`src/rtl/urx_pkg.sv`:
```
package urx_pkg;
    localparam int WORD_W = 9;

    typedef enum logic [2:0] {
        ST_IDLE,
        ST_START,
        ST_DATA,
        ST_PARITY,
        ST_STOP
    } rx_state_e;

    typedef struct packed {
        logic [WORD_W-1:0] word;
        logic              frame_bad;
        logic              parity_bad;
        logic              noisy;
    } rx_result_t;
endpackage

```
`src/rtl/urx_tick.sv`:
```
module urx_tick #(
    parameter int DIVW = 8
) (
    input  logic            clk,
    input  logic            rst_n,
    input  logic            run,
    input  logic [DIVW-1:0] baud_div,
    output logic            tick
);
    logic [DIVW-1:0] cnt;

    always_ff @(posedge clk or negedge rst_n) begin
        if (!rst_n) begin
            cnt <= '0;
        end else if (!run) begin
            cnt <= '0;
        end else if (cnt == '0) begin
            cnt <= baud_div;
        end else begin
            cnt <= cnt - 1'b1;
        end
    end

    assign tick = run && (cnt == '0);
endmodule

```
`src/rtl/urx_sync.sv`:
```
module urx_sync #(
    parameter int STAGES = 2
) (
    input  logic clk,
    input  logic rst_n,
    input  logic din,
    output logic dout
);
    logic [STAGES-1:0] chain;

    generate
        if (STAGES == 1) begin : g_single
            always_ff @(posedge clk or negedge rst_n) begin
                if (!rst_n) chain <= '1;
                else        chain <= din;
            end
        end else begin : g_multi
            always_ff @(posedge clk or negedge rst_n) begin
                if (!rst_n) chain <= '1;
                else        chain <= {chain[STAGES-2:0], din};
            end
        end
    endgenerate

    assign dout = chain[STAGES-1];
endmodule

```
`src/rtl/urx_frame.sv`:
```
module urx_frame
    import urx_pkg::*;
#(
    parameter int OVS = 16
) (
    input  logic       clk,
    input  logic       rst_n,
    input  logic       run,
    input  logic       tick,
    input  logic       line,
    input  logic       nine_bits,
    input  logic       par_en,
    input  logic       par_odd,
    output logic       done,
    output rx_result_t result,
    output logic       busy
);
    localparam int OSW = $clog2(OVS);
    localparam logic [OSW-1:0] MID   = OSW'(OVS / 2);
    localparam logic [OSW-1:0] EARLY = OSW'(OVS / 2 - 1);
    localparam logic [OSW-1:0] LATE  = OSW'(OVS / 2 + 1);
    localparam logic [OSW-1:0] LAST  = OSW'(OVS - 1);

    rx_state_e         state, nxt;
    logic [OSW-1:0]    os;
    logic [3:0]        bit_cnt;
    logic [WORD_W-1:0] shreg;
    logic              samp_a, samp_b;
    logic              noise_acc;
    logic              par_bit;
    logic              bit_val, split, mid_hit, bit_end, last_data;

    assign bit_val   = (samp_a & samp_b) | (samp_a & line) | (samp_b & line);
    assign split     = !((samp_a == samp_b) && (samp_b == line));
    assign mid_hit   = tick && (os == LATE);
    assign bit_end   = tick && (os == LAST);
    assign last_data = (bit_cnt == (nine_bits ? 4'd8 : 4'd7));

    always_comb begin
        nxt = state;
        unique case (state)
            ST_IDLE:   if (tick && !line) nxt = ST_START;
            ST_START:  begin
                if (mid_hit && bit_val) nxt = ST_IDLE;
                else if (bit_end)       nxt = ST_DATA;
            end
            ST_DATA:   if (bit_end && last_data) nxt = par_en ? ST_PARITY : ST_STOP;
            ST_PARITY: if (bit_end) nxt = ST_STOP;
            ST_STOP:   if (mid_hit) nxt = ST_IDLE;
            default:   nxt = ST_IDLE;
        endcase
    end

    always_ff @(posedge clk or negedge rst_n) begin
        if (!rst_n)    state <= ST_IDLE;
        else if (!run) state <= ST_IDLE;
        else           state <= nxt;
    end

    always_ff @(posedge clk or negedge rst_n) begin
        if (!rst_n) begin
            os        <= '0;
            bit_cnt   <= '0;
            shreg     <= '0;
            samp_a    <= 1'b1;
            samp_b    <= 1'b1;
            noise_acc <= 1'b0;
            par_bit   <= 1'b0;
        end else if (!run) begin
            os        <= '0;
            bit_cnt   <= '0;
            noise_acc <= 1'b0;
        end else begin
            if (state == ST_IDLE) begin
                os        <= '0;
                bit_cnt   <= '0;
                noise_acc <= 1'b0;
            end else if (tick) begin
                os <= (os == LAST) ? '0 : os + 1'b1;
            end
            if (tick && os == EARLY) samp_a <= line;
            if (tick && os == MID)   samp_b <= line;
            if (state != ST_IDLE && mid_hit) noise_acc <= noise_acc | split;
            if (state == ST_DATA && mid_hit) shreg   <= {bit_val, shreg[WORD_W-1:1]};
            if (state == ST_DATA && bit_end) bit_cnt <= bit_cnt + 1'b1;
            if (state == ST_PARITY && mid_hit) par_bit <= bit_val;
        end
    end

    always_comb begin
        done              = (state == ST_STOP) && mid_hit;
        result.word       = nine_bits ? shreg : {1'b0, shreg[WORD_W-1:1]};
        result.frame_bad  = !bit_val;
        result.parity_bad = par_en && (par_bit != ((^result.word) ^ par_odd));
        result.noisy      = noise_acc | split;
        busy              = (state != ST_IDLE);
    end

    // a high mid-start vote abandons the frame
    assert_false_start_R7: assert property (@(posedge clk) disable iff (!rst_n)
        (run && state == ST_START && mid_hit && bit_val) |=> (state == ST_IDLE))
        else $error("false start not abandoned");
endmodule

```
`src/rtl/urx_core.sv`:
```
module urx_core
    import urx_pkg::*;
#(
    parameter int OVS         = 16,
    parameter int DIVW        = 8,
    parameter int SYNC_STAGES = 2
) (
    input  logic            clk,
    input  logic            rst_n,
    input  logic            enable,
    input  logic            rx,
    input  logic            nine_bits,
    input  logic            par_en,
    input  logic            par_odd,
    input  logic            addr_det,
    input  logic [DIVW-1:0] baud_div,
    input  logic            rd_ack,
    output logic [8:0]      rx_data,
    output logic            rx_ready,
    output logic            err_frame,
    output logic            err_parity,
    output logic            err_noise,
    output logic            err_overrun,
    output logic            rx_idle
);
    logic       tick, line, done, busy, accept;
    rx_result_t res;

    urx_tick #(.DIVW(DIVW)) u_tick (
        .clk(clk), .rst_n(rst_n), .run(enable), .baud_div(baud_div), .tick(tick)
    );

    urx_sync #(.STAGES(SYNC_STAGES)) u_sync (
        .clk(clk), .rst_n(rst_n), .din(rx), .dout(line)
    );

    urx_frame #(.OVS(OVS)) u_frame (
        .clk(clk), .rst_n(rst_n), .run(enable), .tick(tick), .line(line),
        .nine_bits(nine_bits), .par_en(par_en), .par_odd(par_odd),
        .done(done), .result(res), .busy(busy)
    );

    assign accept  = !addr_det || (nine_bits ? res.word[8] : res.word[7]);
    assign rx_idle = !busy;

    always_ff @(posedge clk or negedge rst_n) begin
        if (!rst_n) begin
            rx_data     <= '0;
            rx_ready    <= 1'b0;
            err_frame   <= 1'b0;
            err_parity  <= 1'b0;
            err_noise   <= 1'b0;
            err_overrun <= 1'b0;
        end else if (!enable) begin
            rx_data     <= '0;
            rx_ready    <= 1'b0;
            err_frame   <= 1'b0;
            err_parity  <= 1'b0;
            err_noise   <= 1'b0;
            err_overrun <= 1'b0;
        end else begin
            if (rd_ack) begin
                rx_ready    <= 1'b0;
                err_frame   <= 1'b0;
                err_parity  <= 1'b0;
                err_noise   <= 1'b0;
                err_overrun <= 1'b0;
            end
            if (done && accept) begin
                if (rx_ready && !rd_ack) begin
                    err_overrun <= 1'b1;
                end else begin
                    rx_data    <= res.word;
                    rx_ready   <= 1'b1;
                    err_frame  <= res.frame_bad;
                    err_parity <= res.parity_bad;
                    err_noise  <= res.noisy;
                end
            end
        end
    end

    assert_disable_clears_R11: assert property (@(posedge clk) disable iff (!rst_n)
        !enable |=> (rx_idle && !rx_ready && !err_overrun && !err_frame &&
                     !err_parity && !err_noise && rx_data == '0))
        else $error("disable did not clear state");

    assert_overrun_keeps_word_R8: assert property (@(posedge clk) disable iff (!rst_n)
        (enable && done && accept && rx_ready && !rd_ack) |=> (err_overrun && $stable(rx_data)))
        else $error("overrun altered held word");

    assert_ready_after_stop_R2: assert property (@(posedge clk) disable iff (!rst_n)
        $rose(rx_ready) |-> $past(done))
        else $error("ready rose without a completed frame");

    assert_flags_need_word_R12: assert property (@(posedge clk) disable iff (!rst_n)
        (err_frame || err_parity || err_noise || err_overrun) |-> rx_ready)
        else $error("error flag without a held word");
endmodule

```
`config.mk`:
```
export PLATFORM = sky130hd
export DESIGN_NAME = urx_core
export DESIGN_NICKNAME = d
export VERILOG_FILES = /design/src/rtl/urx_pkg.sv /design/src/rtl/urx_tick.sv /design/src/rtl/urx_sync.sv /design/src/rtl/urx_frame.sv /design/src/rtl/urx_core.sv
export SDC_FILE = /design/constraint.sdc
export NUM_CORES = 1
export LEC_CHECK = 0
export BUFFER_PORTS_ARGS = -buffer_cell sky130_fd_sc_hd__clkbuf_2
export CAP_MARGIN = 15
export CORE_ASPECT_RATIO = 1.25
export CORE_MARGIN = 1
export CORE_UTILIZATION = 40
export CTS_BUF_LIST = sky130_fd_sc_hd__clkbuf_4 sky130_fd_sc_hd__clkbuf_8
export CTS_CLUSTER_SIZE = 25
export DETAILED_ROUTE_END_ITERATION = 16
export SYNTH_ARGS = -nofsm -noshare
export SYNTH_HDL_FRONTEND = slang
export SYNTH_HIERARCHICAL = 1
export SYNTH_SLANG_ARGS = --single-unit
export TNS_END_PERCENT = 100
```
`constraint.sdc`:
```
create_clock -name clk -period 5.4 [get_ports clk]
set_input_delay 0.81 -clock clk [delete_from_list [all_inputs] [get_ports clk]]
set_output_delay 0.81 -clock clk [all_outputs]
set_load 0.01 [all_outputs]
```
**Yosys cells after proc, flatten, opt, wreduce, memory -nomap -nowiden**

Cells that the tools add are included.

- Register bits after elaboration: 48
- Input bits: 17
- Word-level logic and storage cells: 129

- Add/sub/neg operators: 3
- Equal/unequal tests: 22
- Multiplexer cells: 47
- Bitwise gates (word level): 7
- Reductions and logical operators: 34

Operators by type and width:

| kind | count |
|---|---|
| 9-bit two-way mux | 4 |
| 4-bit two-way mux | 8 |
| 1-bit two-way mux | 24 |
| 3-bit two-way mux | 8 |
| 1-bit logical AND | 17 |
| 8-bit two-way mux | 2 |
| 3-bit case mux with 5 select lines | 1 |
| 4-bit equality test (second input constant) | 3 |
| 3-bit by 2-bit != test with 1-bit output (second input constant) | 4 |
| 2-bit AND reduction | 5 |
| 3-bit by 1-bit != test with 1-bit output (second input constant) | 3 |
| 9-bit XOR reduction | 1 |
| 4-bit by 1-bit adder with 4-bit output (second input constant) | 2 |
| 8-bit logical NOT | 1 |
| 8-bit by 1-bit subtractor with 8-bit output (second input constant) | 1 |
| 3-bit by 2-bit equality test with 1-bit output (second input constant) | 2 |
| 1-bit logical NOT | 6 |
| 5-bit AND reduction | 1 |
| 4-bit by 3-bit equality test with 1-bit output (second input constant) | 1 |
| 4-bit equality test | 1 |
| 4-bit by 2-bit != test with 1-bit output (second input constant) | 1 |
| 1-bit AND | 3 |
| 3-bit by 1-bit equality test with 1-bit output (second input constant) | 1 |
| 3-bit equality test (second input constant) | 1 |
| other kinds (9) | 12 |

**Longest topological paths before layout**

Gate-level depths: netlist of the first run.

- Depth after elaboration: 8
- Mapped depth: 14
- Gate-level depth less buffers: 10

**Modules after synthesis**

The synthesis of the first run kept the hierarchy.

By module, submodules not included:

| module | instances | cells an instance | area an instance (um^2) |
|---|---|---|---|
| urx_frame | 1 | 145 | 1475.2 |
| urx_core | 1 | 63 | 665.6 |
| urx_tick | 1 | 48 | 467.9 |
| urx_sync | 1 | 2 | 52.6 |

**Worst setup path before layout of the first run**

OpenSTA, ideal clock, no wires.

- Path kind: reg-to-reg
- Start point: register u_tick.cnt[4]
- End point: register err_frame
- Setup time: 79 ps
- Arrival time: 2963 ps
- Required time: 5321 ps
- Setup slack: 2358 ps
- Stages on the path, launching flop included: 13
- Period minus slack after synthesis: 3042 ps
- Path through: dfrtp_1 or4_4 or3_4 buf_6 nor2_1 clkbuf_1 and4b_1 clkbuf_1 and3_1 inv_1 a211oi_4 buf_8 mux2i_1

- Word-level cells in the longest chain between the ends: 7

RTL lines:

| element | RTL line | RTL |
|---|---|---|
| from (decl) | urx_tick.sv:10 | `logic [DIVW-1:0] cnt;` |
| from (signal assigned) | urx_tick.sv:18 | `cnt <= baud_div;` |
| from (signal assigned) | urx_tick.sv:20 | `cnt <= cnt - 1'b1;` |
| 8-bit logical NOT | urx_tick.sv:24 | `assign tick = run && (cnt == '0);` |
| 1-bit logical AND | urx_tick.sv:24 |  |
| via tick | urx_core.sv:26 | `logic tick, line, done, busy, accept;` |
| 1-bit logical AND | urx_frame.sv:35 | `assign mid_hit = tick && (os == LATE);` |
| 1-bit logical AND | urx_frame.sv:91 | `done = (state == ST_STOP) && mid_hit;` |
| via done | urx_core.sv:26 |  |
| 1-bit logical AND | urx_core.sv:69 | `if (done && accept) begin` |
| 1-bit two-way mux | urx_core.sv:69 |  |
| 1-bit two-way mux | urx_core.sv:54 | `end else if (!enable) begin` |
| to (signal assigned) | urx_core.sv:75 | `err_frame <= res.frame_bad;` |
| to (decl) | urx_core.sv:20 | `output logic err_frame,` |

The timed path passes the listed nets, and every way through them passes these cells.
A chain may end at the register's enable or synchronous reset.

**Final worst setup path of the first run**

- Start point: register u_tick.cnt[4]
- End point: register rx_data[6]

- Word-level cells in the longest chain between the ends: 7

RTL lines:

| element | RTL line | RTL |
|---|---|---|
| 8-bit logical NOT | urx_tick.sv:24 |  |
| 1-bit logical AND | urx_tick.sv:24 |  |
| via tick | urx_core.sv:26 |  |
| 1-bit logical AND | urx_frame.sv:35 |  |
| 1-bit logical AND | urx_frame.sv:91 |  |
| via done | urx_core.sv:26 |  |
| 1-bit logical AND | urx_core.sv:69 |  |
| 2-bit by 1-bit != test with 1-bit output (no source line) | n/a |  |
| 2-bit AND reduction (no source line) | n/a |  |
| to (signal assigned) | urx_core.sv:73 | `rx_data <= res.word;` |
| to (decl) | urx_core.sv:18 | `output logic [8:0] rx_data,` |

The timed path passes the listed nets, and every way through them passes these cells.

==> flow_summary.ini, run 1 <==
[run_status]
outcome = completed

[critical_path]
crit_type = reg2reg
crit_required_ns = 5.62
cp_num_buf_inv = 1
r2r_slack_ns = 2.00
cp.arrival_ns = 3.62
path_cells = or4_4 -> or3_4 -> nor2_1 -> and4b_1 -> and3_1 -> inv_1 -> a211oi_4 -> mux2i_1
end_kind = flip-flop
startpoint_type = flip-flop
critical_path.max_stage_delay_ns = 0.62
cp_top_family = simple AND/OR/NAND/NOR gates
cp_max_fo = 12
cp_slowest_cell = a211oi_4

[yosys]
synth_flop_cell = dfrtp_1
synth-compound-area-share_pct = 10.0
synthSimpleGateAreaFrac_pct = 16.2
synth_cell_type_count = 51
synth_top_family_by_area = simple AND/OR/NAND/NOR gates
synth_area_leaders = dfrtp_1 (41%), mux2_2 (7.2%), mux2i_1 (6.0%), nand2_1 (5.9%), dfstp_2 (3.9%)
avgSynthCellArea_um2 = 10.3
yosysSeqAreaShare_pct = 45.3
synthMuxAreaShare_pct = 14.9
synth_nets = 283
synth-edff-count = 0
synth-xor-area-share_pct = 5.64
synth_most_common_cell = dfrtp_1
synth_area_um2 = 2660
ys_warn_count = 6
synthCells = 258
synthAdderAreaFrac_pct = 3.76
ys_async_sr_fraction_pct = 100
synth.top_cell.area_share_pct = 41.4
yosysTopAreaCell = dfrtp_1
ys_seq_elements = 48
synth_common_cells = dfrtp_1 (44), nand2_1 (42), nor2_1 (19)

[grt]
gr-usage-met3_pct = 3.02
grt_pass1_wl_mm = 8.36
grt_pass1_vias = 1766
antenna_found_initial = 0
overflow = 0
grt_max_degree = 49
grtUsageMet1_pct = 21.9
use_met2_pct = 24.1
grt_busiest_layer = met2
grt_usage_pct = 15.5

[cts]
clkSinkCount = 48
clkTransAtPathRegs_ns = 0.09
tritoncts = yes
hold_buffers = 0
ctsHtreeMaxLevel = 2
cts_root_buffer = clkbuf_8
post_cts.repair.setup_buffers = 0
numCtsBuffers = 5
cts_resized = 0
cts_buffer_depth = 2
clock_latency_ns = 0.29

[routing]
antenna_left = 0
routed_via_density = 4.98
routedWlPerCell_um = 12.8
drt-total-wl_mm = 4.74
drt_iter0_drc = 53
dr.pass1.iters = 6
remaining_drc_errors = 0
num_vias = 1847

[timing]
tns_ns = 0
fmax_mhz = 294
slew_headroom_pct = 48.3
period_minus_slack_ns = 3.40
hold_ws_ns = 0.359
setup_viol = 0
worst_pin_slew_ns = 0.773
finalCritPeriodShare_pct = 63.0
fin_skew_ns = 0.0112
rsz0062_at_grt = false
hold_violations = 0
slew_violations = 0
fin_ws_ns = 2.00

[layout]
final_util_pct = 47.2
drive_gt1_share_pct = 24.8
nets = 312
areaGrowthSynthToFinish_pct = 11.4
fillers = 627
n_antenna_cell = 0

[place]
place_ws_ns = 1.70
place_congestion = 0.767
port_buffers = 31
hpwl_mm = 3.40

[die]
rows = 32
die_h_um = 93.2
ios = 32
die_area_um2 = 6990
start_util_pct = 42.3
coreArea_um2 = 6290
die_width_um = 75.0

[power]
power_density_nw_per_um2 = 310
vdd_drop_max_v = 0.000146
p_leak_uw = 0.00138

[hold_path]
hold_class = reg2reg

[flow_run]
drv_cap = 0
where the power goes:
group          internal, µW  switching, µW
sequential              391           38.9
combinational           112            132
clock                   133            111
state kept, by name (all words and copies together) (netlist names), 2 cells and up:
signal	cells
rx_data	9
u_frame/bit_cnt	4
u_frame/os	4
u_frame/shreg	9
u_frame/state	3
u_sync/chain	2
u_tick/cnt	8
path summary, 6_finish.rpt:
kind | start | end | cells past startpoint
hold / removal | u_sync/chain[0] | u_sync/chain[1] | 0
setup reg to reg | u_tick/cnt[4] | rx_data[6] | 8
hold reg to reg | u_sync/chain[0] | u_sync/chain[1] | 0
setup / recovery | u_tick/cnt[4] | rx_data[6] | 8
max in group asynchronous | rst_n | u_tick/cnt[1] | 2
min in group asynchronous | rst_n | u_frame/os[3] | 2
metrics by stage:
| stage | power (µW) | cell area (µm²) | instances |
|---|---|---|---|
| 3_3_place_gp | 679 | 2870 | 365 |
| 6_report | 918 | 2960 | 371 |
| 4_1_cts | 930 | 2960 | 371 |
| 3_5_place_dp | 679 | 2870 | 365 |
| 5_1_grt | 982 | 2960 | 371 |
| 2_1_floorplan | 629 | 2660 | 258 |
cell families (layout without fill, tap and decap cells):
kind of cell | Yosys count | in the layout
simple gates | 91 | 91
compound gates | 40 | 40
mux | 36 | 36
flops | 48 | 48
xor+xnor | 13 | 13
fa+ha+maj | 8 | 8
buf+inv | 22 | 50
metal layers:
metal | part of all wire [%] | vias up
met5 | 0 | -
met4 | 1.0 | 0
met3 | 3.9 | 4
met2 | 44 | 33
met1 | 51 | 858
li1 | - | 952
layout by cell type, fill, tap and decap left out, types with 2 or more instances in the layout:
| cell | n |
|---|---|
| a21oi_1 | 9 |
| o22ai_1 | 2 |
| clkbuf_2 | 31 |
| or3_1 | 3 |
| xor2_1 | 6 |
| dfrtp_1 | 44 |
| nand2_1 | 42 |
| nand3_1 | 7 |
| nor2_1 | 19 |
| nor3_1 | 4 |
| a311oi_1 | 2 |
| a211oi_1 | 3 |
| mux2i_1 | 16 |
| dfstp_2 | 4 |
| clkbuf_8 | 5 |
| and2b_2 | 2 |
| nand4_1 | 2 |
| ha_1 | 8 |
| mux2_2 | 17 |
| o21ai_0 | 13 |
| mux2_4 | 3 |
| xnor2_1 | 4 |
| inv_1 | 12 |
final cells by class:
cell class              instances  area (µm²)  share of cell area (%)
clock inverters                 1        30.0                    1.01
clock buffers                   5        68.8                    2.32
inverters                      12        45.0                    1.52
multi-input cells             188        1350                    45.4
flip-flops and latches         48        1210                    40.7
well taps                      85         106                    3.59
repair buffers                 32         163                    5.49
Note: power is estimated with default switching activity, not from simulation.
==> inputs of run 2 (changes only) <==
--- a/config.mk
+++ b/config.mk
@@ -5,6 +5,7 @@
 export SDC_FILE = /design/constraint.sdc
 export NUM_CORES = 1
 export LEC_CHECK = 0
+export ABC_AREA = 1
 export BUFFER_PORTS_ARGS = -buffer_cell sky130_fd_sc_hd__clkbuf_2
 export CAP_MARGIN = 15
 export CORE_ASPECT_RATIO = 1.25
==> constraint.sdc (replaced) <==
create_clock -name clk -period 3.5 [get_ports clk]
set_input_delay 0.525 -clock clk [delete_from_list [all_inputs] [get_ports clk]]
set_output_delay 0.525 -clock clk [all_outputs]
set_load 0.01 [all_outputs]
==> run 2 against run 1 <==
Effect of this change:
- cell count rose by 45%
- clock power rose by 67%
- die area rose by 12%
- wire length rose by 28%
- hold slack got worse by 0.067 ns
- critical endpoint is now rx_data[4]
- largest power group unchanged
==> flow_summary.ini, run 2 <==
[place]
place_congestion = 0.848
port_buffers = 31
hpwl_mm = 4.44

[die]
die_width_um = 79.4
rows = 34
die_h_um = 98.7
start_util_pct = 42.1
coreArea_um2 = 7100
ios = 32
die_area_um2 = 7830

[hold_path]
hold_class = in2async

[yosys]
synth_common_cells = nand2_1 (128), inv_1 (62), dfrtp_1 (44)
synth_flop_cell = dfrtp_1
yosysTopAreaCell = dfrtp_1
synthCells = 415
synth_cell_type_count = 31
synth.top_cell.area_share_pct = 36.8
synth_area_leaders = dfrtp_1 (37%), nand2_1 (16%), inv_1 (7.8%), nand3_1 (5.7%), nor2_1 (4.3%)
ys_seq_elements = 48
avgSynthCellArea_um2 = 7.21
synth_most_common_cell = nand2_1
yosysSeqAreaShare_pct = 40.3
synth-edff-count = 0
synth_area_um2 = 2990
ys_warn_count = 6
synth_nets = 440
ys_async_sr_fraction_pct = 100

[cts]
cts_root_buffer = clkbuf_8
clkSinkCount = 48
post_cts.repair.setup_buffers = 0
clock_latency_ns = 0.30
clkTransAtPathRegs_ns = 0.09
tritoncts = yes
cts_buffer_depth = 2
ctsHtreeMaxLevel = 2
cts_resized = 0
numCtsBuffers = 5
hold_buffers = 0

[layout]
top_regs = rx_data: 9 flops, u_frame/shreg: 9 flops, u_tick/cnt: 8 flops
n_antenna_cell = 0
drive_gt1_share_pct = 16.9
seq_area_um2 = 1210
nets = 473
areaGrowthSynthToFinish_pct = 10.7
multiInputGateArea_um2 = 1460
layout_commonest_cell = nand2_1
layout.cells.most_common_list = nand2_1 (128), inv_1 (62), dfrtp_1 (44)
fillers = 756
final_util_pct = 46.6

[routing]
drt_iter0_drc = 101
top_layer = met4
met2_length_mm = 2.94
routedWlPerCell_um = 11.3
num_vias = 2610
antenna_left = 0
wl_met3_um = 161
remaining_drc_errors = 0
dr.pass1.iters = 4
drt-met1-wl_mm = 2.89
drt-total-wl_mm = 6.07
routed_via_density = 4.84

[critical_path]
startpoint = u_tick/cnt[0]
path_depth = 12
r2r_end = rx_data[4]
path_cells = inv_1 -> ha_1 -> nand2_4 -> nor2_8 -> inv_4 -> nor2_1 -> nand4_1 -> nor2_1 -> nand3_2 -> inv_1 -> nand2_1 -> nand2_1
cp_top_family = simple AND/OR/NAND/NOR gates
end_kind = flip-flop
cp.arrival_ns = 3.06
cp_slowest_cell = dfrtp_1
rr_startpoint = u_tick/cnt[0]
cp_num_buf_inv = 3
crit_type = reg2reg
ff2ff_path_depth = 12
r2r_slack_ns = 0.68
endpoint = rx_data[4]
startpoint_type = flip-flop
critical_path.max_stage_delay_ns = 0.37
crit_required_ns = 3.74
cp_max_fo = 11

[timing]
tns_ns = 0
rsz0062_at_grt = false
fin_skew_ns = 0.00988
setup_viol = 0
fmax_mhz = 354
finalCritPeriodShare_pct = 80.7
slew_headroom_pct = 47.8
period_minus_slack_ns = 2.82
hold_violations = 0
slew_violations = 0
worst_pin_slew_ns = 0.783

[flow_run]
drv_cap = 0

[grt]
grt_usage_pct = 17.0
overflow = 0
grt_pass1_wl_mm = 10.6
antenna_found_initial = 0
grt_pass1_vias = 2456
grt_max_degree = 36

[power]
p_leak_uw = 0.00178
power_density_nw_per_um2 = 451
vdd_drop_max_v = 0.000234

[run_status]
outcome = completed
[run 2: area by class of cell]
type	instances	area share (%)
inverters	65	7.45
clock buffers	6	2.31
well taps	90	3.40
multi-input cells	294	44.0
flip-flops and latches	48	36.4
repair buffers	34	5.37
clock inverters	2	1.06
[run 2: per-stage QoR]
stage	hold slack (ns)	instances	area (µm²)	worst slack (ns)	power, µW
floorplan	0.229	415	2990	1.30	998
global placement	0.349	531	3200	0.813	1090
detailed placement	0.350	531	3200	0.680	1100
CTS	0.280	539	3310	0.666	1520
global route	0.281	539	3310	0.392	1610
finish	0.292	539	3310	0.677	1490
[run 2: cells by family after synthesis]
group           share of synthesized area, %
compound gates                          9.87
flops                                   40.3
buf+inv                                 11.0
simple gates                            34.6
xor+xnor                               0.878
fa+ha+maj                               3.35
[run 2: power breakdown]
| group | total, µW | leakage, µW | internal, µW | switching, µW |
|---|---|---|---|---|
| logic | 449 | 0.00107 | 154 | 295 |
| registers | 637 | 0.000648 | 596 | 41.5 |
| clock network | 408 | 0.0000586 | 220 | 188 |
| total | 1490 | 0.00178 | 970 | 524 |
[run 2: worst min-delay path by stage]
stage                               to  slack [ns]  depth (start not counted)
global placement       u_sync/chain[1]        0.35                          0
detailed placement     u_sync/chain[1]        0.35                          0
finish              u_frame/bit_cnt[3]        0.29                          1
CTS                    u_sync/chain[0]        0.28                          1
global route           u_sync/chain[0]        0.28                          1
floorplan                    err_frame        0.23                          0
[run 2: per-layer routing]
metal  GRT usage (%)  vias up
li1                -     1381
met1            22.1     1185
met2            28.8       36
met3            3.15        8
met4            4.34        0
met5               0        -
[run 2: worst register-to-register path: stages (launching register included)]
cell and delay, ns:
dfrtp_1 0.37, inv_1 0.14, ha_1 0.22, nand2_4 0.08, nor2_8 0.17, inv_4 0.09, nor2_1 0.32, nand4_1 0.28
nor2_1 0.38, nand3_2 0.34, inv_1 0.25, nand2_1 0.08, nand2_1 0.07
==> inputs of run 3 (changes only) <==
--- a/config.mk
+++ b/config.mk
@@ -5,7 +5,7 @@
 export SDC_FILE = /design/constraint.sdc
 export NUM_CORES = 1
 export LEC_CHECK = 0
-export ABC_AREA = 1
+export ABC_AREA = 0
 export BUFFER_PORTS_ARGS = -buffer_cell sky130_fd_sc_hd__clkbuf_2
 export CAP_MARGIN = 15
 export CORE_ASPECT_RATIO = 1.25
==> constraint.sdc (replaced) <==
create_clock -name clk -period 2.7 [get_ports clk]
set_input_delay 0.405 -clock clk [delete_from_list [all_inputs] [get_ports clk]]
set_output_delay 0.405 -clock clk [all_outputs]
set_load 0.01 [all_outputs]
==> run 3 against run 2 <==
Effect of this change:
- wire length fell by 19%
- utilization grew 2.4 points
- maximum frequency is 8.2% higher
- largest cell class unchanged
- critical path depth decreased by 3
- global-route usage shrank 1.6 points
- clock-buffer cell count is the same
- hold slack got worse by 0.29 ns
- largest power group unchanged
==> flow_summary.ini, run 3 (synthesis gave the netlist of run 1 again) <==
[grt]
grt_pass1_vias = 1860
grt_pass1_wl_mm = 8.22
overflow = 0
grt_usage_pct = 15.4
antenna_found_initial = 0
grt_max_degree = 35

[critical_path]
critical_path.max_stage_delay_ns = 0.52
crit_type = reg2reg
r2r_slack_ns = 0.09
crit_required_ns = 2.93
startpoint = u_tick/cnt[5]
endpoint = rx_data[8]
startpoint_type = flip-flop
cp.arrival_ns = 2.84
cp_max_fo = 6
ff2ff_path_depth = 9
cp_slowest_cell = or4_4
path_cells = or4_4 -> or3_4 -> nor2_4 -> and4b_1 -> and3_1 -> inv_2 -> a211oi_4 -> clkbuf_16 -> mux2i_1
r2r_end = rx_data[8]
end_kind = flip-flop
rr_startpoint = u_tick/cnt[5]

[routing]
routedWlPerCell_um = 12.8
drt_iter0_drc = 50
drt-total-wl_mm = 4.92
num_vias = 1901
remaining_drc_errors = 0
dr.pass1.iters = 4
antenna_left = 0
routed_via_density = 4.96

[layout]
nets = 322
seq_area_um2 = 1210
n_antenna_cell = 0
areaGrowthSynthToFinish_pct = 15.7
fillers = 612
multiInputGateArea_um2 = 1360
layout_commonest_cell = dfrtp_1
top_regs = rx_data: 9 flops, u_frame/shreg: 9 flops, u_tick/cnt: 8 flops
drive_gt1_share_pct = 29.2
layout.cells.most_common_list = dfrtp_1 (44), nand2_1 (42), clkbuf_2 (31)
final_util_pct = 49.0
fin_area_um2 = 3080

[timing]
worst_pin_slew_ns = 0.573
period_minus_slack_ns = 2.61
fin_skew_ns = 0.00459
hold_ws_ns = 0.00692
tns_ns = 0
slew_headroom_pct = 61.7
rsz0062_at_grt = true
fmax_mhz = 383
slew_violations = 0
hold_violations = 0
finalCritPeriodShare_pct = 96.6
setup_viol = 0

[die]
rows = 32
start_util_pct = 42.3
ios = 32
die_h_um = 93.2
die_width_um = 75.0
coreArea_um2 = 6290
die_area_um2 = 6990

[run_status]
outcome = completed

[power]
vdd_drop_max_v = 0.000309
p_leak_uw = 0.00143
power_density_nw_per_um2 = 606

[cts]
clkTransAtPathRegs_ns = 0.09
cts_root_buffer = clkbuf_8
hold_buffers = 0
clock_latency_ns = 0.30
cts_buffer_depth = 2
clkSinkCount = 48
tritoncts = yes
ctsHtreeMaxLevel = 2
numCtsBuffers = 5

[place]
place_congestion = 0.789
port_buffers = 31
placed_cell_area_um2 = 2920
hpwl_mm = 3.54

[hold_path]
hold_class = in2async

[flow_run]
drv_cap = 0
[run 3: changes by cell type in the layout (fill, tap and decap cells not counted), moves of 6 or more]
cell	before	now
nand2_1	128	42
inv_1	62	10
nand3_1	34	7
mux2_2	0	17
mux2i_1	0	16
nor2_1	34	18
o21ai_0	24	13
nand4_1	10	2
nor2_2	7	0
o21ai_2	7	0
buf_4	3	9
nand2_2	6	0
[run 3: final cells by class]
class | instances | area share, %
sequential | 48 | 39.2
clock buffer | 6 | 2.68
inverter | 12 | 1.46
timing repair buffer | 42 | 8.70
tap | 85 | 3.46
clock inverter | 2 | 0.488
multi-input combinational | 188 | 44.0
[run 3: power breakdown]
group | internal, µW | total (µW) | switching (µW)
clock network | 207 | 450 | 242
registers | 781 | 854 | 72.7
logic | 281 | 562 | 281
[run 3: worst max-delay path, delay by kind of cell (launching register included)]
kind            cells  cell delay, ns
buf+inv             2            0.27
simple gates        5            1.39
mux                 1            0.18
flops               1            0.41
compound gates      1            0.28
[run 3: timing repair]
action	in CTS	in global routing
resized for setup	0	5
buffers inserted	0	3
setup endpoints to repair	0	24
[run 3: through the flow]
stage	total power, µW	setup WS [ns]	std cells
3_3_place_gp	1380	0.115	371
2_1_floorplan	1260	-0.201	258
5_1_grt	1990	-0.0209	383
4_1_cts	1840	0.0467	379
6_report	1870	0.0913	383
3_5_place_dp	1380	0.0640	371
[run 3: worst min-delay path by stage]
stage	from	end	slack (ns)
after floorplan	rst_n	err_frame	0.11
after global placement	rst_n	u_frame/os[3]	0.35
after detailed placement	rst_n	u_frame/os[3]	0.35
after CTS	rst_n	u_frame/state[0]	0.01
after global routing	rst_n	u_frame/state[0]	0.03
final	rst_n	u_frame/state[0]	0.007
[run 3: metal layers]
layer / wire, µm / vias to the layer above / GRT usage (%)
met5: 0 / - / 0
met3: 147 / 6 / 3.23
met1: 2290 / 895 / 18.7
met4: 78 / 0 / 5.97
li1: - / 974 / -
met2: 2410 / 26 / 26.2
